[src/rtl/fsdiv_pkg.sv]
`timescale 1ns/1ps
package fsdiv_pkg;
  // width of one ratio entry; the largest legal ratio is 15
  localparam int RatioW = 4;

  typedef logic [RatioW-1:0] ratio_t;

  // strobes from control to datapath
  typedef struct packed {
    logic   load;   // take a new ratio, go quiet
    logic   start;  // begin the first full cycle of the loaded ratio
    ratio_t ratio;  // ratio carried with load
  } divStrobe_t;

  function automatic logic isLegalRatio(ratio_t r);
    case (r)
      4'd1, 4'd2, 4'd3, 4'd4, 4'd6, 4'd8, 4'd9, 4'd10, 4'd12, 4'd15: return 1'b1;
      default: return 1'b0;
    endcase
  endfunction
endpackage

[src/rtl/fsel_div_ctrl.sv]
`timescale 1ns/1ps
module fsel_div_ctrl
  import fsdiv_pkg::*;
#(
  parameter int SEL_W      = 3,
  parameter int SYNC_DEPTH = 2,
  parameter logic [(2**SEL_W)*RatioW-1:0] RATIO_TABLE = '0
) (
  input  logic             srcClk,
  input  logic             rstN,
  input  logic [SEL_W-1:0] selIn,
  input  logic             wrap,
  output divStrobe_t       strobe
);
  // one stage beyond the synchronizer holds the previous settled value
  localparam int PipeLen = SYNC_DEPTH + 1;
  localparam int WarmW   = $clog2(PipeLen + 1);

  typedef enum logic [1:0] {S_WARM, S_HOLD, S_RUN} ctrlState_t;

  logic [PipeLen-1:0][SEL_W-1:0] selPipe;
  logic [SEL_W-1:0]              selNow, selPrev, curSel;
  logic [WarmW-1:0]              warmCnt;
  logic                          warmDone, selSettled, doLoad;
  ctrlState_t                    state;

  always_ff @(posedge srcClk or negedge rstN) begin
    if (!rstN) selPipe <= '0;
    else       selPipe <= {selPipe[PipeLen-2:0], selIn};
  end

  assign selNow  = selPipe[SYNC_DEPTH-1];
  assign selPrev = selPipe[SYNC_DEPTH];

  // pipe contents are meaningful only after it has refilled since reset
  always_ff @(posedge srcClk or negedge rstN) begin
    if (!rstN)          warmCnt <= '0;
    else if (!warmDone) warmCnt <= warmCnt + WarmW'(1);
  end
  assign warmDone   = (warmCnt == WarmW'(PipeLen));
  assign selSettled = warmDone && (selNow == selPrev);

  always_comb begin
    doLoad = 1'b0;
    if (selSettled) begin
      if (state == S_WARM)                                   doLoad = 1'b1;
      else if (state == S_RUN && wrap && selNow != curSel)  doLoad = 1'b1;
    end
  end

  always_ff @(posedge srcClk or negedge rstN) begin
    if (!rstN) begin
      state  <= S_WARM;
      curSel <= '0;
    end else begin
      if (doLoad) curSel <= selNow;
      case (state)
        S_WARM:  if (doLoad) state <= S_HOLD;
        S_HOLD:  state <= S_RUN;
        S_RUN:   if (doLoad) state <= S_HOLD;
        default: state <= S_WARM;
      endcase
    end
  end

  always_comb begin
    strobe.load  = doLoad;
    strobe.start = (state == S_HOLD);
    strobe.ratio = RATIO_TABLE[int'(selNow)*RatioW +: RatioW];
  end

  // the index taken over was the same on both compared stages
  a_r3_sel_settled: assert property (@(posedge srcClk) disable iff (!rstN)
    !$stable(curSel) |-> ($past(selNow) == $past(selPrev)));

  // after a quiet gap the new ratio always starts
  a_r3_hold_one_cycle: assert property (@(posedge srcClk) disable iff (!rstN)
    (state == S_HOLD) |=> (state == S_RUN));
endmodule

[src/rtl/fsel_div_datapath.sv]
`timescale 1ns/1ps
module fsel_div_datapath
  import fsdiv_pkg::*;
(
  input  logic       srcClk,
  input  logic       rstN,
  input  divStrobe_t strobe,
  output logic       wrap,
  output logic       clkOut
);
  ratio_t ratio, cnt, nRatio, nCnt;
  logic   running, nRun;
  logic   qPos, oddEn, div1En;   // rising-edge state
  logic   qNeg, passEn;          // falling-edge state

  assign wrap = running && (cnt == ratio - ratio_t'(1));

  always_comb begin
    nRatio = ratio;
    nCnt   = cnt;
    nRun   = running;
    if (strobe.load) begin
      nRatio = strobe.ratio;
      nCnt   = '0;
      nRun   = 1'b0;
    end else if (strobe.start) begin
      nCnt = '0;
      nRun = 1'b1;
    end else if (running) begin
      nCnt = wrap ? '0 : cnt + ratio_t'(1);
    end
  end

  always_ff @(posedge srcClk or negedge rstN) begin
    if (!rstN) begin
      ratio   <= ratio_t'(2);
      cnt     <= '0;
      running <= 1'b0;
      qPos    <= 1'b0;
      oddEn   <= 1'b0;
      div1En  <= 1'b0;
    end else begin
      ratio   <= nRatio;
      cnt     <= nCnt;
      running <= nRun;
      // high for floor(N/2) rising-edge cycles; odd N adds half a cycle below
      qPos    <= nRun && (nRatio != ratio_t'(1)) && (nCnt < (nRatio >> 1));
      oddEn   <= nRun && nRatio[0] && (nRatio != ratio_t'(1));
      div1En  <= nRun && (nRatio == ratio_t'(1));
    end
  end

  // falling-edge copies: stretch odd high phases, open the ratio-1 gate while srcClk is low
  always_ff @(negedge srcClk or negedge rstN) begin
    if (!rstN) begin
      qNeg   <= 1'b0;
      passEn <= 1'b0;
    end else begin
      qNeg   <= qPos && oddEn;
      passEn <= div1En;
    end
  end

  assign clkOut = (srcClk & passEn) | qPos | qNeg;

  // a new ratio is taken only when idle or at the end of a low phase
  a_r5_load_at_wrap: assert property (@(posedge srcClk) disable iff (!rstN)
    strobe.load |-> (!running || wrap));

  // the divided path is low when the ratio is swapped
  a_r4_low_at_load: assert property (@(posedge srcClk) disable iff (!rstN)
    strobe.load |-> (!qPos && !qNeg));

  // a load is followed by exactly one quiet cycle, then a start
  a_r4_quiet_then_start: assert property (@(posedge srcClk) disable iff (!rstN)
    strobe.load |=> strobe.start);

  // the pass-through gate never overlaps the divided path
  a_r7_pass_exclusive: assert property (@(posedge srcClk) disable iff (!rstN)
    passEn |-> (!qPos && !qNeg));

  // counter stays inside the active ratio, which is legal
  a_r1_cnt_range: assert property (@(posedge srcClk) disable iff (!rstN)
    running |-> ((cnt < ratio) && isLegalRatio(ratio)));

  // the ratio is steady between loads
  a_r1_ratio_steady: assert property (@(posedge srcClk) disable iff (!rstN)
    (running && !strobe.load) |=> $stable(ratio));
endmodule

[src/rtl/fsel_clk_divider.sv]
`timescale 1ns/1ps
module fsel_clk_divider
  import fsdiv_pkg::*;
#(
  parameter int SEL_W      = 3,
  parameter int SYNC_DEPTH = 2,
  // entry i sits at bits [i*RatioW +: RatioW]
  parameter logic [(2**SEL_W)*RatioW-1:0] RATIO_TABLE =
    {4'd10, 4'd15, 4'd6, 4'd9, 4'd2, 4'd3, 4'd1, 4'd4}
) (
  input  logic             srcClk,
  input  logic             rstN,
  input  logic [SEL_W-1:0] freqSel,
  output logic             clkOut
);
  divStrobe_t strobe;
  logic       wrap;

  fsel_div_ctrl #(
    .SEL_W      (SEL_W),
    .SYNC_DEPTH (SYNC_DEPTH),
    .RATIO_TABLE(RATIO_TABLE)
  ) ctrl_i (
    .srcClk (srcClk),
    .rstN   (rstN),
    .selIn  (freqSel),
    .wrap   (wrap),
    .strobe (strobe)
  );

  fsel_div_datapath dp_i (
    .srcClk (srcClk),
    .rstN   (rstN),
    .strobe (strobe),
    .wrap   (wrap),
    .clkOut (clkOut)
  );
endmodule

[config.mk]
export PLATFORM = sky130hd
export DESIGN_NAME = fsel_clk_divider
export DESIGN_NICKNAME = d
export VERILOG_FILES = /design/src/rtl/fsdiv_pkg.sv /design/src/rtl/fsel_div_ctrl.sv /design/src/rtl/fsel_div_datapath.sv /design/src/rtl/fsel_clk_divider.sv
export SDC_FILE = /design/constraint.sdc
export NUM_CORES = 1
export LEC_CHECK = 0
export ABC_AREA = 1
export BUFFER_PORTS_ARGS = -buffer_cell sky130_fd_sc_hd__buf_2
export CORE_AREA = 2 2 57 59
export DETAILED_ROUTE_END_ITERATION = 10
export DIE_AREA = 0 0 59 61
export PLACE_DENSITY = 0.77
export SYNTH_ARGS = -nofsm -noshare
export SYNTH_HDL_FRONTEND = slang
export SYNTH_SLANG_ARGS = --single-unit
[constraint.sdc]
create_clock -name srcClk -period 2.75 [get_ports srcClk]
set_input_delay 0.55 -clock srcClk [delete_from_list [all_inputs] [get_ports srcClk]]
set_output_delay 0.55 -clock srcClk [all_outputs]
set_load 0.02 [all_outputs]
==> results.json, run 1 <==
{
  "syn_to_final_growth_pct": 14.5,
  "dp_cells": 199,
  "path_class": "flip-flop to output port",
  "num_rows": 20,
  "status": "complete, but fails checks",
  "fp.dieArea_um2": 3600,
  "yosys-top-cells-count": "nand2_1 (37), dfrtp_1 (27), inv_1 (24)",
  "syn-num-nets": 176,
  "p_leak_nw": 0.876,
  "maxSlewViolCount": 0,
  "grt_pass1_vias": 1181,
  "drc": 0,
  "grt_max_degree": 18,
  "drive_gt1_share_pct": 16.9,
  "first_pass_iters": 4,
  "avgViaCountPerCell": 5.31,
  "cp-start-kind": "flip-flop",
  "ys_warn_count": 0,
  "yosysSeqAreaShare_pct": 50.8,
  "ctsHoldBuffers": 0,
  "synth_top_cell_by_area": "dfrtp_1",
  "nets": 190,
  "netlist_instances": 162,
  "ys_types": 30,
  "hold_violations": 0,
  "cp.arrival_ps": 2540,
  "r2r_setup_slack_ps": 220,
  "diodes": 0,
  "die_w_um": 59,
  "slew_headroom_pct": 76.3,
  "globalplace.congestion": 0.856,
  "place_ws_ps": 123,
  "tightest_slew_ps": 356,
  "power.density_nw_per_um2": 1070,
  "worst_slack_ps": -345,
  "n_fill_cell": 257,
  "grt_pass1_wl_mm": 4.85,
  "ys_async_sr_fraction_pct": 100,
  "post-cts-setup-buffers": 0,
  "antenna_found_initial": 0,
  "hold_class": "primary input to asynchronous set/reset pin",
  "hpwl_mm": 1.88,
  "cap_violations": 0,
  "synth_most_common_cell": "nand2_1",
  "required_ps": 2200,
  "detail-route-antenna-nets": 0,
  "synth.area.top_cells": "dfrtp_1 (46%), nand2_1 (9.4%), ha_1 (7.6%)",
  "clk_pin_slew_worst_paths_ps": 90,
  "first_iter_violations": 52,
  "clock_latency_ps": 450,
  "core_um2": 2950,
  "initial_utilization_pct": 50.1,
  "portBuffers": 5,
  "wl_per_cell_um": 12.9,
  "synth_area_um2": 1480,
  "vdd_drop_max_mv": 0.359,
  "setup_violations": 1,
  "postSynthAreaPerCell_um2": 9.13,
  "violations": "setup timing",
  "hold-worst-slack_ps": 4.34,
  "die_y_um": 61,
  "wl_mm": 2.72,
  "reg2reg_to": "dp_i.qPos",
  "yosysTopAreaCellShare_pct": 45.7,
  "rr_worst_depth": 20,
  "layout.cells.non_filler": 210,
  "rsz0062_at_grt": "true",
  "cts_tree": "done",
  "vias": 1116,
  "synth_flop_cell": "dfrtp_1",
  "crit_path_end_kind": "output port",
  "skew_ps": 14.0,
  "ys_ff_latch": 30,
  "overflow": 0,
  "synth-edff-count": 0,
  "grt_usage_pct": 19.6,
  "ios": 6,
  "timing.rr.start": "dp_i.ratio[1]",
  "path_max_fanout": 1
}
## where the power goes
part	internal [mW]	switching, mW
clock network	0.375	0.190
logic	0.225	0.362
registers	0.556	0.101
## logic make-up (layout without fill, tap and decap cells)
| group | Yosys count | count (layout) | synth area share [%] |
|---|---|---|---|
| AO/OA/AOI/OAI | 11 | 11 | 4.65 |
| XOR/XNOR | 9 | 9 | 5.33 |
| adder cells (fa/ha/maj) | 9 | 9 | 7.61 |
| buffers and inverters | 27 | 42 | 7.61 |
| flip-flops | 30 | 30 | 50.8 |
| multiplexers | 1 | 1 | 0.761 |
| AND/OR/NAND/NOR | 75 | 75 | 23.2 |
## worst max-delay path by stage
stage                     depth (start not counted)        start  slack (ps)     end
after global placement                            2  dp_i.passEn         130  clkOut
final                                             2  dp_i.passEn        -340  clkOut
after detailed placement                          2  dp_i.passEn         120  clkOut
after global routing                              2  dp_i.passEn        -390  clkOut
after CTS                                         2  dp_i.passEn        -360  clkOut
after floorplan                                   1  dp_i.passEn         190  clkOut
## timing repair
item	4_1_cts	5_1_grt
setup endpoints to repair	1	2
hold endpoints to repair	0	0
resized for setup	2	3
pin swaps	0	1
## placed cells by master, fill, tap and decap left out, types with 3 or more instances in the layout
cell / Yosys / layout
clkbuf_4: 0 / 8
nor2_1: 16 / 16
inv_1: 24 / 24
nand2_2: 4 / 3
buf_2: 1 / 4
xnor2_1: 8 / 8
ha_1: 9 / 9
nand3_1: 8 / 8
o21ai_0: 5 / 5
dfrtp_1: 27 / 27
nand2_1: 37 / 37
## critical path, cell delays in order (launching register included)
cell,delay (ps)
dfrtn_1,330
a211o_1,260
buf_6,130
## layout make-up
class	instances	area (µm²)	share of cell area, %
clock buffer	10	85.1	5.03
clock inverter	2	60.1	3.55
inverter	25	98.8	5.84
multi-input combinational	105	628	37.1
sequential	30	752	44.4
tap	33	41.3	2.44
timing repair buffer	5	27.5	1.63
## metrics by stage
stage,total power [mW],utilization [%],area [µm²],TNS (ps)
floorplan,1.11,-,1480,0
global placement,1.21,52.0,1540,0
detailed placement,1.24,52.0,1540,0
CTS,1.79,56.8,1680,-364
global route,1.95,57.3,1690,-390
finish,1.81,57.3,1690,-345
## metal layers
layer  wire length [µm]  global-route usage (%)  vias up
met4                 91                    15.3        0
met1               1050                    19.3      524
li1                   -                       -      534
met2               1380                    31.1       43
met5                  0                       0        -
met3                195                    10.2       15
## sequential cells by signal, indices dropped and copies added, names as in the netlist
| signal | flops |
|---|---|
| dp_i.ratio | 4 |
| dp_i.qNeg | 1 |
| dp_i.oddEn | 1 |
| dp_i.passEn | 1 |
| ctrl_i.warmCnt | 2 |
| dp_i.qPos | 1 |
| ctrl_i.selPrev | 3 |
| ctrl_i.selPipe | 3 |
| ctrl_i.state | 2 |
| ctrl_i.curSel | 3 |
| dp_i.cnt | 4 |
| dp_i.running | 1 |
| dp_i.div1En | 1 |
| ctrl_i.selNow | 3 |
Note: power is estimated with default switching activity, not from simulation.
==> inputs of run 2 (changes only) <==
--- a/config.mk
+++ b/config.mk
@@ -7,10 +7,13 @@
 export LEC_CHECK = 0
 export ABC_AREA = 1
 export BUFFER_PORTS_ARGS = -buffer_cell sky130_fd_sc_hd__buf_2
-export CORE_AREA = 2 2 57 59
+export CORE_AREA = 2 2 58 60
 export DETAILED_ROUTE_END_ITERATION = 10
-export DIE_AREA = 0 0 59 61
+export DIE_AREA = 0 0 60 62
+export GPL_TIMING_DRIVEN = 0
 export PLACE_DENSITY = 0.77
 export SYNTH_ARGS = -nofsm -noshare
 export SYNTH_HDL_FRONTEND = slang
+export SYNTH_HIERARCHICAL = 1
 export SYNTH_SLANG_ARGS = --single-unit
+export TNS_END_PERCENT = 1
==> run 2 against run 1 <==
The run still ends with setup timing left. Highest routed layer unchanged. Non-clock buffer count up 1. Die area up 3.4%. First-iteration DRC count down 71%. Register-to-register slack worse by 250 ps. Cell count up 15%. Setup slack better by 26 ps. Largest cell class unchanged. Synthesized area up 3.8%.
==> results.json, run 2 <==
{
  "worstSetupStartpoint": "dp_i/passEn",
  "yosysSeqAreaShare_pct": 49.0,
  "utilization_pct": 54.5,
  "synth.area.top_cells": "dfrtp_1 (44%), nand2_1 (12%), ha_1 (7.3%)",
  "tightest_slew_ps": 629,
  "first_iter_violations": 15,
  "crit_path_end_kind": "output port",
  "core_um2": 3180,
  "status": "complete, but fails checks",
  "rsz0062_at_grt": "true",
  "netlist_instances": 178,
  "n_fill_cell": 298,
  "clk_pin_slew_worst_paths_ps": 90,
  "worst_slack_ps": -318,
  "seqCellArea_um2": 752,
  "postSynthAreaPerCell_um2": 8.62,
  "slew_headroom_pct": 58.0,
  "ctsHoldBuffers": 0,
  "syn-num-nets": 192,
  "grt_pass1_vias": 1007,
  "cts_tree": "done",
  "nets": 208,
  "maxSlewViolCount": 0,
  "synth_top_family_by_area": "simple AND/OR/NAND/NOR gates",
  "wl_per_cell_um": 10.4,
  "r2r_setup_slack_ps": -30,
  "path_class": "flip-flop to output port",
  "cp_top_family": "flip-flops",
  "synthSimpleGateAreaFrac_pct": 24.8,
  "ys_ff_latch": 30,
  "synth_xor_area_share_pct": 1.14,
  "vias": 1108,
  "violations": "setup timing",
  "final_cell_mix": "nand2_1 (50), dfrtp_1 (27), inv_1 (25)",
  "ys_async_sr_fraction_pct": 100,
  "place_ws_ps": -207,
  "cp_num_buf_inv": 1,
  "p_int_mw": 0.991,
  "portBuffers": 5,
  "cp-endpoint": "clkOut",
  "p_leak_nw": 0.919,
  "yosys-top-cells-count": "nand2_1 (50), dfrtp_1 (27), inv_1 (26)",
  "ios": 6,
  "skew_ps": 7.81,
  "clock_latency_ps": 420,
  "synth_most_common_cell": "nand2_1",
  "seqPwrFrac_pct": 40.3,
  "reg.largest.list": "dp_i/cnt (4), dp_i/ratio (4)",
  "wl_mm": 2.50,
  "grt_max_degree": 31,
  "avgViaCountPerCell": 4.60,
  "ys_warn_count": 6,
  "hpwl_mm": 1.85,
  "rr_worst_depth": 20,
  "cp-start-kind": "flip-flop",
  "setup_violations": 2,
  "overflow": 0,
  "cp.arrival_ps": 2520,
  "vdd_drop_max_mv": 0.472,
  "synth.area.mux_share_pct": 0.733,
  "cap_violations": 0,
  "timing.rr.start": "dp_i/ratio[1]",
  "initial_utilization_pct": 48.3,
  "synthAdderAreaFrac_pct": 7.33,
  "globalplace.congestion": 0.719,
  "layout_commonest_cell": "nand2_1",
  "grt_usage_pct": 16.2,
  "synth_compound_area_share_pct": 7.74,
  "die_y_um": 62,
  "hold_violations": 0,
  "yosysTopAreaCellShare_pct": 44.0,
  "path_max_fanout": 1,
  "syn_to_final_growth_pct": 12.9,
  "cp.depth": 2,
  "reg2reg_to": "dp_i/qPos",
  "drive_gt1_share_pct": 24.1,
  "synth_area_um2": 1540,
  "detail-route-antenna-nets": 0,
  "p_sw_mw": 0.646,
  "grt_pass1_wl_mm": 4.25,
  "synth_top_cell_by_area": "dfrtp_1",
  "sw_frac_of_total_pct": 39.5,
  "ys_types": 32,
  "power_frac_clock_pct": 21.6,
  "fp.dieArea_um2": 3720,
  "first_pass_iters": 4,
  "synth-edff-count": 0,
  "combPwrFrac_pct": 38.1,
  "path_cells": "a211o_1, buf_6",
  "synth_flop_cell": "dfrtp_1",
  "antenna_found_initial": 0,
  "power.density_nw_per_um2": 945,
  "critPathSlowestCell": "dfrtn_1",
  "num_rows": 21,
  "hold_class": "primary input to asynchronous set/reset pin",
  "drc": 0,
  "diodes": 0,
  "hold-worst-slack_ps": 140,
  "multi_input_area_um2": 652,
  "die_w_um": 60,
  "required_ps": 2200,
  "cpPeakStageDelay_ps": 330
}
[run 2: changes by cell type after synthesis, sizes merged, moves of 2 or more]
cell	previous run	this run
or2	0	3
xnor2	8	2
nand2	42	52
o21ai	6	12
inv	25	36
a21oi	1	3
nor2	19	11
[run 2: logic make-up after synthesis]
group,count (synthesis)
multiplexers,1
flip-flops,30
AND/OR/NAND/NOR,80
buffers and inverters,37
AO/OA/AOI/OAI,19
adder cells (fa/ha/maj),9
XOR/XNOR,2
[run 2: cell type report]
class                   count  area share [%]
multi-input cells         111            37.6
flip-flops and latches     30            43.4
clock buffers              11            5.13
inverters                  36            8.23
repair buffers              6            2.02
well taps                  46            3.32
clock inverters             1           0.289
[run 2: worst min path at each step]
stage / from / endpoint / slack, ps / depth (start not counted)
after floorplan: rstN / ctrl_i/curSel[0] / 250 / 0
after global placement: ctrl_i/selPipe[1] / ctrl_i/selNow[1] / 330 / 0
after detailed placement: ctrl_i/selPipe[1] / ctrl_i/selNow[1] / 330 / 0
after CTS: rstN / ctrl_i/selPrev[1] / 150 / 1
after global routing: rstN / ctrl_i/selPrev[1] / 180 / 1
final: rstN / ctrl_i/selNow[1] / 140 / 1
[run 2: power groups by stage]
stage,sequential [mW],combinational (mW),clock [mW]
2_1_floorplan,0.642,0.496,0.0175
3_3_place_gp,0.662,0.578,0.0232
3_5_place_dp,0.669,0.604,0.0232
4_1_cts,0.660,0.609,0.367
5_1_grt,0.682,0.710,0.396
6_report,0.660,0.624,0.353
[run 2: repair_timing]
action	CTS	global route
setup buffers	0	2
pin swaps	0	3
hold endpoints to repair	0	0
setup endpoints to repair	3	7
gates resized for setup	3	6
[run 2: per-stage QoR]
step	std cells	setup TNS (ps)	instance area (µm²)	total power, mW
final	241	-344	1730	1.64
after CTS	240	-568	1710	1.64
after global placement	229	-186	1620	1.26
after floorplan	178	0	1540	1.16
after global routing	241	-1060	1730	1.79
after detailed placement	229	-212	1620	1.30
[run 2: routing by layer]
layer | routed length (µm) | GRT usage, % | up-vias
met5 | 0 | 0 | -
met4 | 18 | 8.25 | 0
met3 | 48 | 6.21 | 3
met2 | 1270 | 26.4 | 11
met1 | 1160 | 18.8 | 512
li1 | - | - | 582
